==> src/rtl/bt_pkg.sv <==
package bt_pkg;

    localparam int CNT_W    = 8;
    localparam int SEL_W    = $clog2(CNT_W);
    localparam int LCD_BASE = 4;

    // Field order follows bit positions 7..0 of the control byte
    typedef struct packed {
        logic       main_src;  // bit 7: fast clock feeds stage two
        logic       hold;      // bit 6: freeze
        logic       chain;     // bit 5: stage two driven by stage-one carry
        logic [1:0] lcd_sel;   // bits 4:3
        logic [2:0] irq_sel;   // bits 2:0
    } bt_ctl_t;

    typedef enum logic [1:0] {
        SRC_AUX   = 2'd0,
        SRC_MAIN  = 2'd1,
        SRC_CHAIN = 2'd2
    } bt_src_e;

    // Chaining overrides the fast-clock selection
    function automatic bt_src_e src_of(input bt_ctl_t c);
        if (c.chain)         return SRC_CHAIN;
        else if (c.main_src) return SRC_MAIN;
        else                 return SRC_AUX;
    endfunction

    function automatic logic [SEL_W-1:0] lcd_tap(input logic [1:0] sel);
        return SEL_W'(LCD_BASE) + SEL_W'(sel);
    endfunction

endpackage

==> src/rtl/bt_ctl_reg.sv <==
module bt_ctl_reg
    import bt_pkg::*;
(
    input  logic      clk,
    input  logic      rst,
    input  logic      we,
    input  logic [7:0] wdata,
    output bt_ctl_t   ctl
);

    always_ff @(posedge clk) begin
        if (rst)
            ctl <= '0;
        else if (we)
            ctl <= bt_ctl_t'(wdata);
    end


    ctl_write_chk: assert property (@(posedge clk) disable iff (rst)
        we |=> (ctl == bt_ctl_t'($past(wdata))));


    ctl_keep_chk: assert property (@(posedge clk) disable iff (rst)
        !we |=> $stable(ctl));

endmodule

==> src/rtl/bt_prescale.sv <==
module bt_prescale
    import bt_pkg::*;
#(
    parameter int W = CNT_W
) (
    input  logic         clk,
    input  logic         rst,
    input  logic         aux_en,
    input  logic         hold,
    input  logic [1:0]   lcd_sel,
    output logic [W-1:0] cnt,
    output logic         wrap,
    output logic         lcd_clk
);

    logic advance;

    assign advance = aux_en && !hold;
    assign wrap    = advance && (&cnt);

    always_ff @(posedge clk) begin
        if (rst)
            cnt <= '0;
        else if (advance)
            cnt <= cnt + 1'b1;
    end

    assign lcd_clk = cnt[lcd_tap(lcd_sel)];


    cnt1_step_chk: assert property (@(posedge clk) disable iff (rst)
        (aux_en && !hold) |=> (cnt == $past(cnt) + 1'b1));


    cnt1_freeze_chk: assert property (@(posedge clk) disable iff (rst)
        (!aux_en || hold) |=> $stable(cnt));


    wrap_to_zero_chk: assert property (@(posedge clk) disable iff (rst)
        wrap |=> (cnt == '0));

endmodule

==> src/rtl/bt_stage2.sv <==
module bt_stage2
    import bt_pkg::*;
#(
    parameter int W = CNT_W
) (
    input  logic             clk,
    input  logic             rst,
    input  bt_src_e          src,
    input  logic             frozen,
    input  logic             aux_en,
    input  logic             main_en,
    input  logic             carry,
    input  logic [SEL_W-1:0] irq_sel,
    input  logic             irq_clr,
    output logic [W-1:0]     cnt,
    output logic             irq_flag
);

    logic         tick;
    logic         step;
    logic         fall;
    logic [W-1:0] ones;

    always_comb begin
        unique case (src)
            SRC_MAIN:  tick = main_en;
            SRC_CHAIN: tick = carry;
            default:   tick = aux_en;
        endcase
    end

    assign step = tick && !frozen;

    // Tap g falls on an advance when bits g..0 are all ones
    for (genvar g = 0; g < W; g++) begin : g_tap
        assign ones[g] = &cnt[g:0];
    end

    assign fall = step && ones[irq_sel];

    always_ff @(posedge clk) begin
        if (rst)
            cnt <= '0;
        else if (step)
            cnt <= cnt + 1'b1;
    end

    always_ff @(posedge clk) begin
        if (rst)
            irq_flag <= 1'b0;
        else if (fall)
            irq_flag <= 1'b1;
        else if (irq_clr)
            irq_flag <= 1'b0;
    end


    aux_idle_chk: assert property (@(posedge clk) disable iff (rst)
        (src == SRC_AUX && !aux_en) |=> $stable(cnt));


    main_idle_chk: assert property (@(posedge clk) disable iff (rst)
        (src == SRC_MAIN && !main_en) |=> $stable(cnt));


    chain_idle_chk: assert property (@(posedge clk) disable iff (rst)
        (src == SRC_CHAIN && !carry) |=> $stable(cnt));


    both_frozen_chk: assert property (@(posedge clk) disable iff (rst)
        frozen |=> $stable(cnt));


    flag_set_chk: assert property (@(posedge clk) disable iff (rst)
        fall |=> irq_flag);


    flag_no_spurious_chk: assert property (@(posedge clk) disable iff (rst)
        (!irq_flag && !fall) |=> !irq_flag);


    flag_sticky_chk: assert property (@(posedge clk) disable iff (rst)
        (irq_flag && !irq_clr) |=> irq_flag);


    flag_clear_chk: assert property (@(posedge clk) disable iff (rst)
        (irq_clr && !fall) |=> !irq_flag);

endmodule

==> src/rtl/btimer_cascade.sv <==
module btimer_cascade
    import bt_pkg::*;
(
    input  logic       clk,
    input  logic       rst,
    input  logic       aux_en,
    input  logic       main_en,
    input  logic       ctl_we,
    input  logic [7:0] ctl_wdata,
    input  logic       irq_clr,
    output logic [7:0] ctl_q,
    output logic [7:0] cnt1_q,
    output logic [7:0] cnt2_q,
    output logic       irq_flag,
    output logic       lcd_clk
);

    bt_ctl_t ctl;
    logic    carry;
    bt_src_e src;
    logic    frz2;

    bt_ctl_reg u_ctl (
        .clk   (clk),
        .rst   (rst),
        .we    (ctl_we),
        .wdata (ctl_wdata),
        .ctl   (ctl)
    );

    bt_prescale #(.W(CNT_W)) u_pre (
        .clk     (clk),
        .rst     (rst),
        .aux_en  (aux_en),
        .hold    (ctl.hold),
        .lcd_sel (ctl.lcd_sel),
        .cnt     (cnt1_q),
        .wrap    (carry),
        .lcd_clk (lcd_clk)
    );

    assign src  = src_of(ctl);
    assign frz2 = ctl.hold && ctl.chain;

    bt_stage2 #(.W(CNT_W)) u_st2 (
        .clk      (clk),
        .rst      (rst),
        .src      (src),
        .frozen   (frz2),
        .aux_en   (aux_en),
        .main_en  (main_en),
        .carry    (carry),
        .irq_sel  (ctl.irq_sel),
        .irq_clr  (irq_clr),
        .cnt      (cnt2_q),
        .irq_flag (irq_flag)
    );

    assign ctl_q = 8'(ctl);


    reset_state_chk: assert property (@(posedge clk)
        rst |=> (ctl_q == 8'h00 && cnt1_q == 8'h00 && cnt2_q == 8'h00 && !irq_flag));

endmodule

==> config.mk <==
export PLATFORM = sky130hd
export DESIGN_NAME = btimer_cascade
export DESIGN_NICKNAME = d
export VERILOG_FILES = /design/src/rtl/bt_pkg.sv /design/src/rtl/bt_ctl_reg.sv /design/src/rtl/bt_prescale.sv /design/src/rtl/bt_stage2.sv /design/src/rtl/btimer_cascade.sv
export SDC_FILE = /design/constraint.sdc
export NUM_CORES = 1
export LEC_CHECK = 0
export CAP_MARGIN = 20
export CORE_UTILIZATION = 35
export DETAILED_ROUTE_END_ITERATION = 8
export SETUP_SLACK_MARGIN = 0.15
export SLEW_MARGIN = 20
export SYNTH_ARGS = -nofsm -noshare
export SYNTH_HDL_FRONTEND = slang
export SYNTH_SLANG_ARGS = --single-unit
==> constraint.sdc <==
create_clock -name clk -period 2.05 [get_ports clk]
set_input_delay 0.3075 -clock clk [delete_from_list [all_inputs] [get_ports clk]]
set_output_delay 0.3075 -clock clk [all_outputs]
set_load 0.01 [all_outputs]
# Word level (Yosys, flattened, before mapping)
# Cells that the tools add are included.
totals:
  output_inout_bits: 26
  inputBits: 14
  regBits: 25
op_classes:
  reduce_logical: 16
  mux: 9
  add_sub_neg: 3
  n_eq_ne: 2
  order_cmp: 2
op_table:
  columns: ["cell", "count"]
  rows:
  - ["adder 8 x 1 -> 8 bit (second input constant)", 2]
  - ["AND reduction 8 bit", 2]
  - ["< comparator 3 x 4 -> 1 bit (second input constant)", 2]
  - ["AND reduction 7 bit", 1]
  - ["binary-select mux 1 bit (select 3 bit)", 2]
  - ["AND reduction 6 bit", 1]
  - ["logical AND 1 bit", 5]
  - ["2-to-1 mux 1 bit", 5]
  - ["AND reduction 5 bit", 1]
  - ["AND reduction 4 bit", 1]
  - ["adder 3 x 2 -> 3 bit (first input constant)", 1]
  - ["AND reduction 3 bit", 1]
  - ["equality test 2 x 1 -> 1 bit (second input constant)", 1]
  - ["equality test 2 bit (second input constant)", 1]
  - ["logical NOT 1 bit", 2]
  - ["2-to-1 mux 2 bit", 1]
  - ["case mux 1 bit (2 select lines)", 1]
  - ["AND reduction 2 bit", 1]
  - ["nonzero test 2 bit", 1]

# Longest topological paths before layout
# Gate-level depths: netlist of run 1.
logic_depth:
  ltp_word: 7
  ltp_mapped: 6
  ltp_nobuf: 6

# By module
# Synthesis of run 1 repeated with hierarchy kept, for this count alone.
unflattened:
  hier_cells: 131
  hier_area_um2: 1237.4
by_module_without_submodules:
  columns: ["module", "instances", "area_each_um2", "cells_per_inst", "seq_area_each_um2"]
  rows:
  - ["bt_stage2", 1, 529.3, 60, 180.2]
  - ["bt_prescale", 1, 406.6, 43, 160.2]
  - ["bt_ctl_reg", 1, 285.3, 26, 160.2]
  - ["btimer_cascade", 1, 16.3, 2, 0.0]

# Least setup slack after synthesis of run 1
# OpenSTA, ideal clock, no wires.
synth_path:
  path_kind: "reg2reg"
  startpoint: "register u_st2.cnt[0]"
  endpoint: "register u_st2.irq_flag"
  path_slack_ps: 440
  path_stages_with_launch: 7
  setup_ps: 103
  required_ps: 1947
  path_buffers: 0
  arrival_time_ps: 1506
  path_cell_list: "dfxtp_1 > ha_1 > ha_1 > mux2i_1 > o311ai_0 > a41oi_1 > a2111oi_2"
synth_via:
  elab_chain_len: 5
  elab_cells_between_ends: 12
  classes_between: "3 x mux; 9 x reduce/logical"
synth_lines:
  columns: ["item", "line_no", "source"]
  rows:
  - ["from (decl)", "bt_stage2.sv:15", "output logic [W-1:0] cnt,"]
  - ["from (signal assigned)", "bt_stage2.sv:45", "cnt <= cnt + 1'b1;"]
  - ["AND reduction 8 bit (tied with other cells)", "bt_stage2.sv:36", "assign ones[g] = &cnt[g:0];"]
  - ["binary-select mux 1 bit (select 3 bit) (*)", "bt_stage2.sv:39", "assign fall = step && ones[irq_sel];"]
  - ["2-to-1 mux 1 bit (implied by the code) (*)", "bt_stage2.sv:39", null]
  - ["logical AND 1 bit (*)", "bt_stage2.sv:39", null]
  - ["2-to-1 mux 1 bit or nonzero test 2 bit (tied branches)", null, null]
  - ["to (signal assigned)", "bt_stage2.sv:50", "irq_flag <= 1'b0;"]
  - ["to (signal assigned)", "bt_stage2.sv:52", "irq_flag <= 1'b1;"]
  - ["to (signal assigned)", "bt_stage2.sv:54", "irq_flag <= 1'b0;"]
  - ["to (decl)", "bt_stage2.sv:16", "output logic irq_flag"]
# Mark *: on every way between the ends. The rest lies on a longest branch, timed or not. The select of a mux whose other input is x is not followed.
# A chain may end at the register's enable or synchronous reset.

# Final worst setup path of run 1
layout_path:
  startpoint: "register u_st2.cnt[1]"
  endpoint: "register u_st2.irq_flag"
# Same word-level chain as after synthesis.

==> metrics.log, run 1 <==
[metrics] status: finished clean
[metrics] hold-critical path depth: 2
[metrics] maximum operating frequency: 579 MHz
[metrics] Sw Ratio: 0.249
[metrics] FF-to-FF setup slack: 320 ps
[metrics] max_cap viols: 0
[metrics] vias in the first global route: 1123
[metrics] final weighted congestion of routability-driven global placement: 0.797
[metrics] starting DRC count in detailed routing: 40
[metrics] Cell Rows: 21
[metrics] simple-gate share of the synthesized area: 0.245
[metrics] total global-route track usage: 0.163
[metrics] wire length per cell after detailed routing: 13.1 um
[metrics] number of storage elements in the synthesis netlist: 25
[metrics] number of buffers between clock root and the deepest sink: 2
[metrics] Root Buffer Master: clkbuf_8
[metrics] boundary pin count: 40
[metrics] hold_buf cts: 0
[metrics] signed area change from the synthesized netlist to the final layout: 37.7%
[metrics] number of setup violations in the final report: 0
[metrics] Adder-Cell Fraction of Synth Area: 0.0384
[metrics] Core ar.: 3440 um2
[metrics] top fanout value on the critical path: 5
[metrics] initial antenna violation count: 0
[metrics] data arrival time of the critical path: 1890 ps
[metrics] count of flip-flops with a built-in enable after synthesis: 0
[metrics] number of buffers created by CTS: 3
[metrics] main combinational cell family by area after synthesis: simple AND/OR/NAND/NOR gates
[metrics] effective utilization at floorplan: 0.379
[metrics] DR pass1 iterations: 4
[metrics] number of synthesis warnings: 0
[metrics] total area of sequential cells: 502 um2
[metrics] final count of pins violating max slew: 0
[metrics] worst slew slack as a fraction of its limit: 0.654
[metrics] power density normalized to cell area: 544 nW/um2
[metrics] start-to-end type of the worst setup path: register to register
[metrics] die width: 63.1 um
[metrics] Syn Inst Count: 145
[metrics] sequential fraction of design power: 0.540
[metrics] fraction of registers with async set or reset after synthesis: 0
[metrics] footprint of the multi-input gates: 739 um2
[metrics] Commonest cells post-synth: dfxtp_1, nand2_1, nor2_1, mux2i_1, inv_1
[metrics] crit end category: register
[metrics] Routed Wire Length: 3040 um
[metrics] library cell occupying the most area in the post-synthesis netlist: dfxtp_1
[metrics] Worst Hold Class: register to register
[metrics] Critical Path Source Type: register
[metrics] wire length of the first global-routing pass: 5280 um
[metrics] Top FF cell, synth: dfxtp_1
[metrics] slew at the pin closest to its max-slew limit: 517 ps
[metrics] DRC Markers: 0
[metrics] number of distinct library cell variants in the gate-level netlist after synthesis: 40
[metrics] static leakage: 0.675 nW
[metrics] via-per-instance ratio: 5.14
[metrics] hold violation count in the final report: 0
[metrics] number of routed nets with antenna violations: 0
[metrics] Logic pwr share: 0.166
[metrics] post-synthesis instance area: 1310 um2
[metrics] vias after detailed routing: 1192
[metrics] placed wire-length estimate: 2370 um
[metrics] most repeated cell in the gate-level netlist after synthesis: dfxtp_1
[metrics] source of the worst register-to-register timing path: u_st2.cnt[1]
[metrics] VDD IR-drop max: 232 uV
[metrics] Ant. Diodes: 0
[metrics] global route overflow: 0
[metrics] critical path required time: 2220 ps
[metrics] area enclosed by the die boundary: 3980 um2
[metrics] total number of clock tree sinks: 25
[metrics] Layout Nets: 205
[metrics] fraction of the mapped netlist area in compound gates: 0.125
[metrics] hold endpoint: u_pre.cnt[3]
[metrics] HP Start: u_pre.cnt[3]
[metrics] number of cell instances on the worst register-to-register path: 6
[metrics] maximum number of pins on one net before global-route repair: 15
[metrics] Avg Synthesized Cell Area: 9.00 um2
[metrics] final setup TNS: 0 ps
[metrics] minimum period implied by the final worst setup slack: 1730 ps
[metrics] number of filler cells placed in the layout: 341
[metrics] Cell Int Power: 0.735 mW
[metrics] share of post-route cells with drive strength above 1: 0.0860
[metrics] share of the synthesized area in the top cell type: 0.384
[metrics] Seq/Total Area, Yosys: 0.384
[metrics] Clk network pwr share: 0.294
[metrics] unrepaired setup endpoints after global routing: false
[metrics] CTS tree: built
[metrics] R2R Path End: u_st2.irq_flag
[metrics] number of buffers added on ports: 39
[metrics] net switching power of the design: 0.243 mW
[metrics] Synthesized Nets: 163
[metrics] setup skew after layout: 2.24 ps
[metrics] post-CTS clock slew at the launch and capture registers of the worst setup and hold paths: 80 ps
[metrics] depth of the CTS H-tree: 1
[metrics] insertion delay of the later-clocked pin in the worst-skew pair: 260 ps
[metrics] xor/xnor cell area share of the yosys netlist: 0.0336
[metrics] hold slack: 532 ps
[metrics] share of cell area taken by muxes after synthesis: 0.125
[metrics] chip height: 63.1 um
[metrics] CP Launch Point: u_st2.cnt[1]
[metrics] top cells by area in the synthesized netlist: dfxtp_1, mux2i_1, nand2_1
[metrics] post-route fraction of the period consumed by the critical path: 0.842
-- final cells by class --
| cell class | instances | area share |
|---|---|---|
| clock buffer | 4 | 0.0251 |
| timing repair buffer | 44 | 0.237 |
| multi-input combinational | 106 | 0.412 |
| inverter | 7 | 0.0146 |
| tap | 46 | 0.0320 |
| sequential | 25 | 0.279 |
-- registers in the layout (all words and copies together), names as in the netlist --
register and flops:
u_ctl.ctl 8, u_pre.cnt 8, u_st2.cnt 8, u_st2.irq_flag 1
-- worst max-delay path: stages, from the launching register on --
cell and delay (ps):
dfxtp_1 420, ha_1 240, ha_1 170, mux2i_1 80
o311ai_0 280, a41oi_1 90, a2111oi_2 340
-- layout by cell type (no fill, tap or decap), types with 2 or more instances in the layout --
master | netlist | final
o211ai_1 | 2 | 2
or3_1 | 2 | 2
nor2b_1 | 3 | 3
and3_1 | 2 | 2
inv_1 | 7 | 7
xnor2_1 | 4 | 4
nor2_1 | 16 | 16
clkdlybuf4s50_1 | 0 | 38
buf_4 | 1 | 5
nor4_1 | 3 | 3
a21oi_1 | 4 | 4
nor3_1 | 3 | 3
nand3_1 | 2 | 2
o21ai_0 | 4 | 4
clkbuf_8 | 0 | 3
mux2i_1 | 14 | 14
ha_1 | 4 | 4
nand2_1 | 20 | 20
dfxtp_1 | 25 | 24
o311ai_0 | 5 | 5
-- worst max path at each step --
stage,to,slack (ps)
floorplan,u_st2.irq_flag,440
CTS,u_st2.irq_flag,300
global route,u_st2.irq_flag,150
finish,u_st2.irq_flag,320
global placement,u_st2.cnt[6],170
detailed placement,u_st2.cnt[6],130
-- power by group through the flow --
| stage | Combinational, mW | Sequential [mW] | Clock [mW] |
|---|---|---|---|
| final | 0.162 | 0.528 | 0.288 |
| after global routing | 0.178 | 0.531 | 0.316 |
| after CTS | 0.165 | 0.528 | 0.292 |
| after detailed placement | 0.165 | 0.538 | 0 |
| after global placement | 0.162 | 0.537 | 0 |
| after floorplan | 0.0742 | 0.544 | 0 |
-- through the flow --
step / instance area, um2 / setup slack (ps) / cells / utilization / total power, mW
detailed placement: 1750 / 129 / 228 / 0.509 / 0.703
global placement: 1750 / 171 / 228 / 0.509 / 0.699
global route: 1800 / 152 / 232 / 0.522 / 1.02
finish: 1800 / 323 / 232 / 0.522 / 0.978
floorplan: 1310 / 440 / 145 / - / 0.618
CTS: 1800 / 305 / 232 / 0.522 / 0.986
-- cell families (layout without fill, tap and decap cells) --
kind of cell / after synthesis / after routing
compound gates: 22 / 22
xor+xnor: 5 / 5
fa+ha+maj: 4 / 4
buf+inv: 14 / 55
flops: 25 / 25
mux: 15 / 15
simple gates: 60 / 60
-- layer usage --
metal / global-route usage / up-vias / share of wire
li1: - / 596 / -
met3: 0.0308 / 4 / 0.042
met4: 0.0349 / 0 / 0.0072
met2: 0.284 / 27 / 0.48
met5: 0 / - / 0
met1: 0.208 / 565 / 0.47
-- repair_timing --
| action | in CTS | in global routing |
|---|---|---|
| setup buffers | 0 | 0 |
| setup endpoints to repair | 1 | 0 |
| gates resized for setup | 2 | 0 |
No activity file was read; power rests on OpenSTA's default activity.
==> inputs of run 2 (changes only) <==
Clock period 2.05 ns to 1.8 ns, I/O delays scaled along.
==> metrics.log, run 2 (synthesis results as in run 1) <==
[metrics] status: finished clean
[metrics] effective utilization at floorplan: 0.379 (unchanged)
[metrics] Cell Rows: 21 (unchanged)
[metrics] power density normalized to cell area: 608 nW/um2 (+12%)
[metrics] slack of the critical path: 223 ps (-100 ps)
[metrics] CP Launch Point: u_ctl.ctl[6]
[metrics] crit end category: output port
[metrics] slew at the pin closest to its max-slew limit: 511 ps (-5.69 ps)
[metrics] Core ar.: 3440 um2 (unchanged)
[metrics] sequential fraction of design power: 0.514 (-0.026)
[metrics] total number of clock tree sinks: 25 (unchanged)
[metrics] worst slew slack as a fraction of its limit: 0.658 (+0.00380)
[metrics] Final Core Density: 0.557 (+0.0353)
[metrics] Cell Int Power: 0.860 mW (+17%)
[metrics] final weighted congestion of routability-driven global placement: 0.831 (+4.3%)
[metrics] data arrival time of the critical path: 1310 ps (-580 ps)
[metrics] total global-route track usage: 0.177 (+0.0135)
[metrics] max_cap viols: 0 (unchanged)
[metrics] initial antenna violation count: 0 (unchanged)
[metrics] Critical Path End: ctl_q[6]
[metrics] hold violation count in the final report: 0 (unchanged)
[metrics] Routed Wire Length: 3290 um (+8.0%)
[metrics] VDD IR-drop max: 614 uV (+160%)
[metrics] signed area change from the synthesized netlist to the final layout: 47.0%
[metrics] number of buffers between clock root and the deepest sink: 2 (unchanged)
[metrics] R2R Path End: u_st2.cnt[4]
[metrics] pre-CTS setup slack: -74.9 ps (-204 ps)
[metrics] FF-to-FF setup slack: 310 ps (about the same)
[metrics] final count of pins violating max slew: 0 (unchanged)
[metrics] DRC Markers: 0 (unchanged)
[metrics] final setup TNS: 0 ps (unchanged)
[metrics] Ant. Diodes: 0 (unchanged)
[metrics] static leakage: 0.733 nW (+8.7%)
[metrics] Worst Hold Class: register to register
[metrics] die width: 63.1 um (unchanged)
[metrics] commonest non-fill, non-tap cells in the layout: clkdlybuf4s50_1, nand2_1, nor2_1, buf_4, dfxtp_1
[metrics] share of post-route cells with drive strength above 1: 0.207 (+0.121)
[metrics] number of buffers created by CTS: 3 (unchanged)
[metrics] minimum period implied by the final worst setup slack: 1580 ps
[metrics] vias in the first global route: 1253 (+12%)
[metrics] number of filler cells placed in the layout: 311 (-8.8%)
[metrics] placed wire-length estimate: 2420 um (+2.1%)
[metrics] maximum number of pins on one net before global-route repair: 16 (+1)
[metrics] number of cell instances on the worst register-to-register path: 7 (+1)
[metrics] net switching power of the design: 0.307 mW (+26%)
[metrics] boundary pin count: 40 (unchanged)
[metrics] Finished Layout Cells: 244 (+5.2%)
[metrics] depth of the CTS H-tree: 1 (unchanged)
[metrics] DR pass1 iterations: 4 (unchanged)
[metrics] hold slack: 531 ps (-0.807 ps)
[metrics] number of buffers added on ports: 39 (unchanged)
[metrics] post-CTS clock slew at the launch and capture registers of the worst setup and hold paths: 90 ps (about the same)
[metrics] chip height: 63.1 um (unchanged)
[metrics] leading cell type in the layout, fill and taps excluded: clkdlybuf4s50_1
[metrics] Clk network pwr share: 0.299 (+0.005)
[metrics] number of routed nets with antenna violations: 0 (unchanged)
[metrics] Sw Ratio: 0.263 (+0.0142)
[metrics] setup skew after layout: 7.80 ps (+5.56 ps)
[metrics] Logic pwr share: 0.188 (+0.022)
[metrics] wire length of the first global-routing pass: 5630 um (+6.7%)
[metrics] start-to-end type of the worst setup path: register to output port
[metrics] critical path required time: 1530 ps (-690 ps)
[metrics] biggest registers after layout: u_ctl.ctl: 8 flops, u_pre.cnt: 8 flops, u_st2.cnt: 8 flops
[metrics] number of setup violations in the final report: 0 (unchanged)
[metrics] source of the worst register-to-register timing path: u_pre.cnt[0]
[metrics] starting DRC count in detailed routing: 64 (+60%)
[metrics] dpl cells: 237 (+3.9%)
[metrics] unrepaired setup endpoints after global routing: false
[metrics] CTS tree: built
[metrics] wire length per cell after detailed routing: 13.5 um (+2.7%)
[metrics] post-route fraction of the period consumed by the critical path: 0.876
[metrics] maximum operating frequency: 634 MHz
[metrics] Critical Path Source Type: register
[metrics] Layout Nets: 217 (+5.9%)
[metrics] via-per-instance ratio: 5.07 (-1.3%)
[metrics] insertion delay of the later-clocked pin in the worst-skew pair: 280 ps (+20 ps)
[metrics] hold_buf cts: 0 (unchanged)
[metrics] vias after detailed routing: 1237 (+3.8%)
[metrics] area enclosed by the die boundary: 3980 um2 (unchanged)
[metrics] global route overflow: 0 (unchanged)
[metrics] Root Buffer Master: clkbuf_8
[metrics] top fanout value on the critical path: 3 (-2)
## run 2: cell types whose count changed in the layout (fill, tap and decap cells not counted), moves of 2 or more
cell     before  now
buf_4         5   16
ha_1          4    2
dfxtp_1      24   16
dfxtp_2       1    9
## run 2: per-stage QoR
step                instance area, um2  power, mW
floorplan                         1310      0.704
global placement                  1820      0.815
detailed placement                1820      0.819
CTS                               1880       1.17
global route                      1920       1.22
finish                            1920       1.17
## run 2: what timing repair did
item                                    CTS  global route
buffers inserted                          1             2
endpoints found under the setup margin    5             9
resized for setup                         4            14
pin swaps                                 1             3
## run 2: worst min-delay path by stage
stage	from	to	slack [ps]	cells past startpoint
floorplan	ctl_wdata[0]	u_ctl.ctl[0]	420	2
global placement	u_st2.cnt[4]	u_st2.cnt[4]	510	2
detailed placement	u_pre.cnt[3]	u_pre.cnt[3]	510	2
CTS	u_pre.cnt[3]	u_pre.cnt[3]	530	2
global route	u_ctl.ctl[4]	u_ctl.ctl[4]	580	2
finish	u_pre.cnt[4]	u_pre.cnt[4]	530	2
## run 2: power groups by stage
stage	clock, mW	sequential, mW	combinational, mW
5_1_grt	0.379	0.604	0.240
4_1_cts	0.362	0.596	0.215
6_report	0.349	0.599	0.219
3_5_place_dp	0	0.608	0.211
2_1_floorplan	0	0.619	0.0845
3_3_place_gp	0	0.607	0.208
## run 2: layout make-up
type,count,area (um2),share of cell area
repair buffers,56,517,0.269
clock buffers,3,41.3,0.0215
flip-flops and latches,25,512,0.267
multi-input cells,106,757,0.395
inverters,7,26.3,0.0137
clock inverters,1,7.51,0.00391
well taps,46,57.6,0.0300
## run 2: metal layers
metal  up-vias  global-route usage  wire (um)
li1        623                   -          -
met1       574               0.208       1450
met2        38               0.321       1650
met3         2              0.0380        159
met4         0              0.0436         22
met5         -                   0          0
## run 2: worst max-delay path, stage by stage (launching register included)
cell and delay (ps):
dfxtp_1 380, buf_4 140, clkdlybuf4s50_1 520
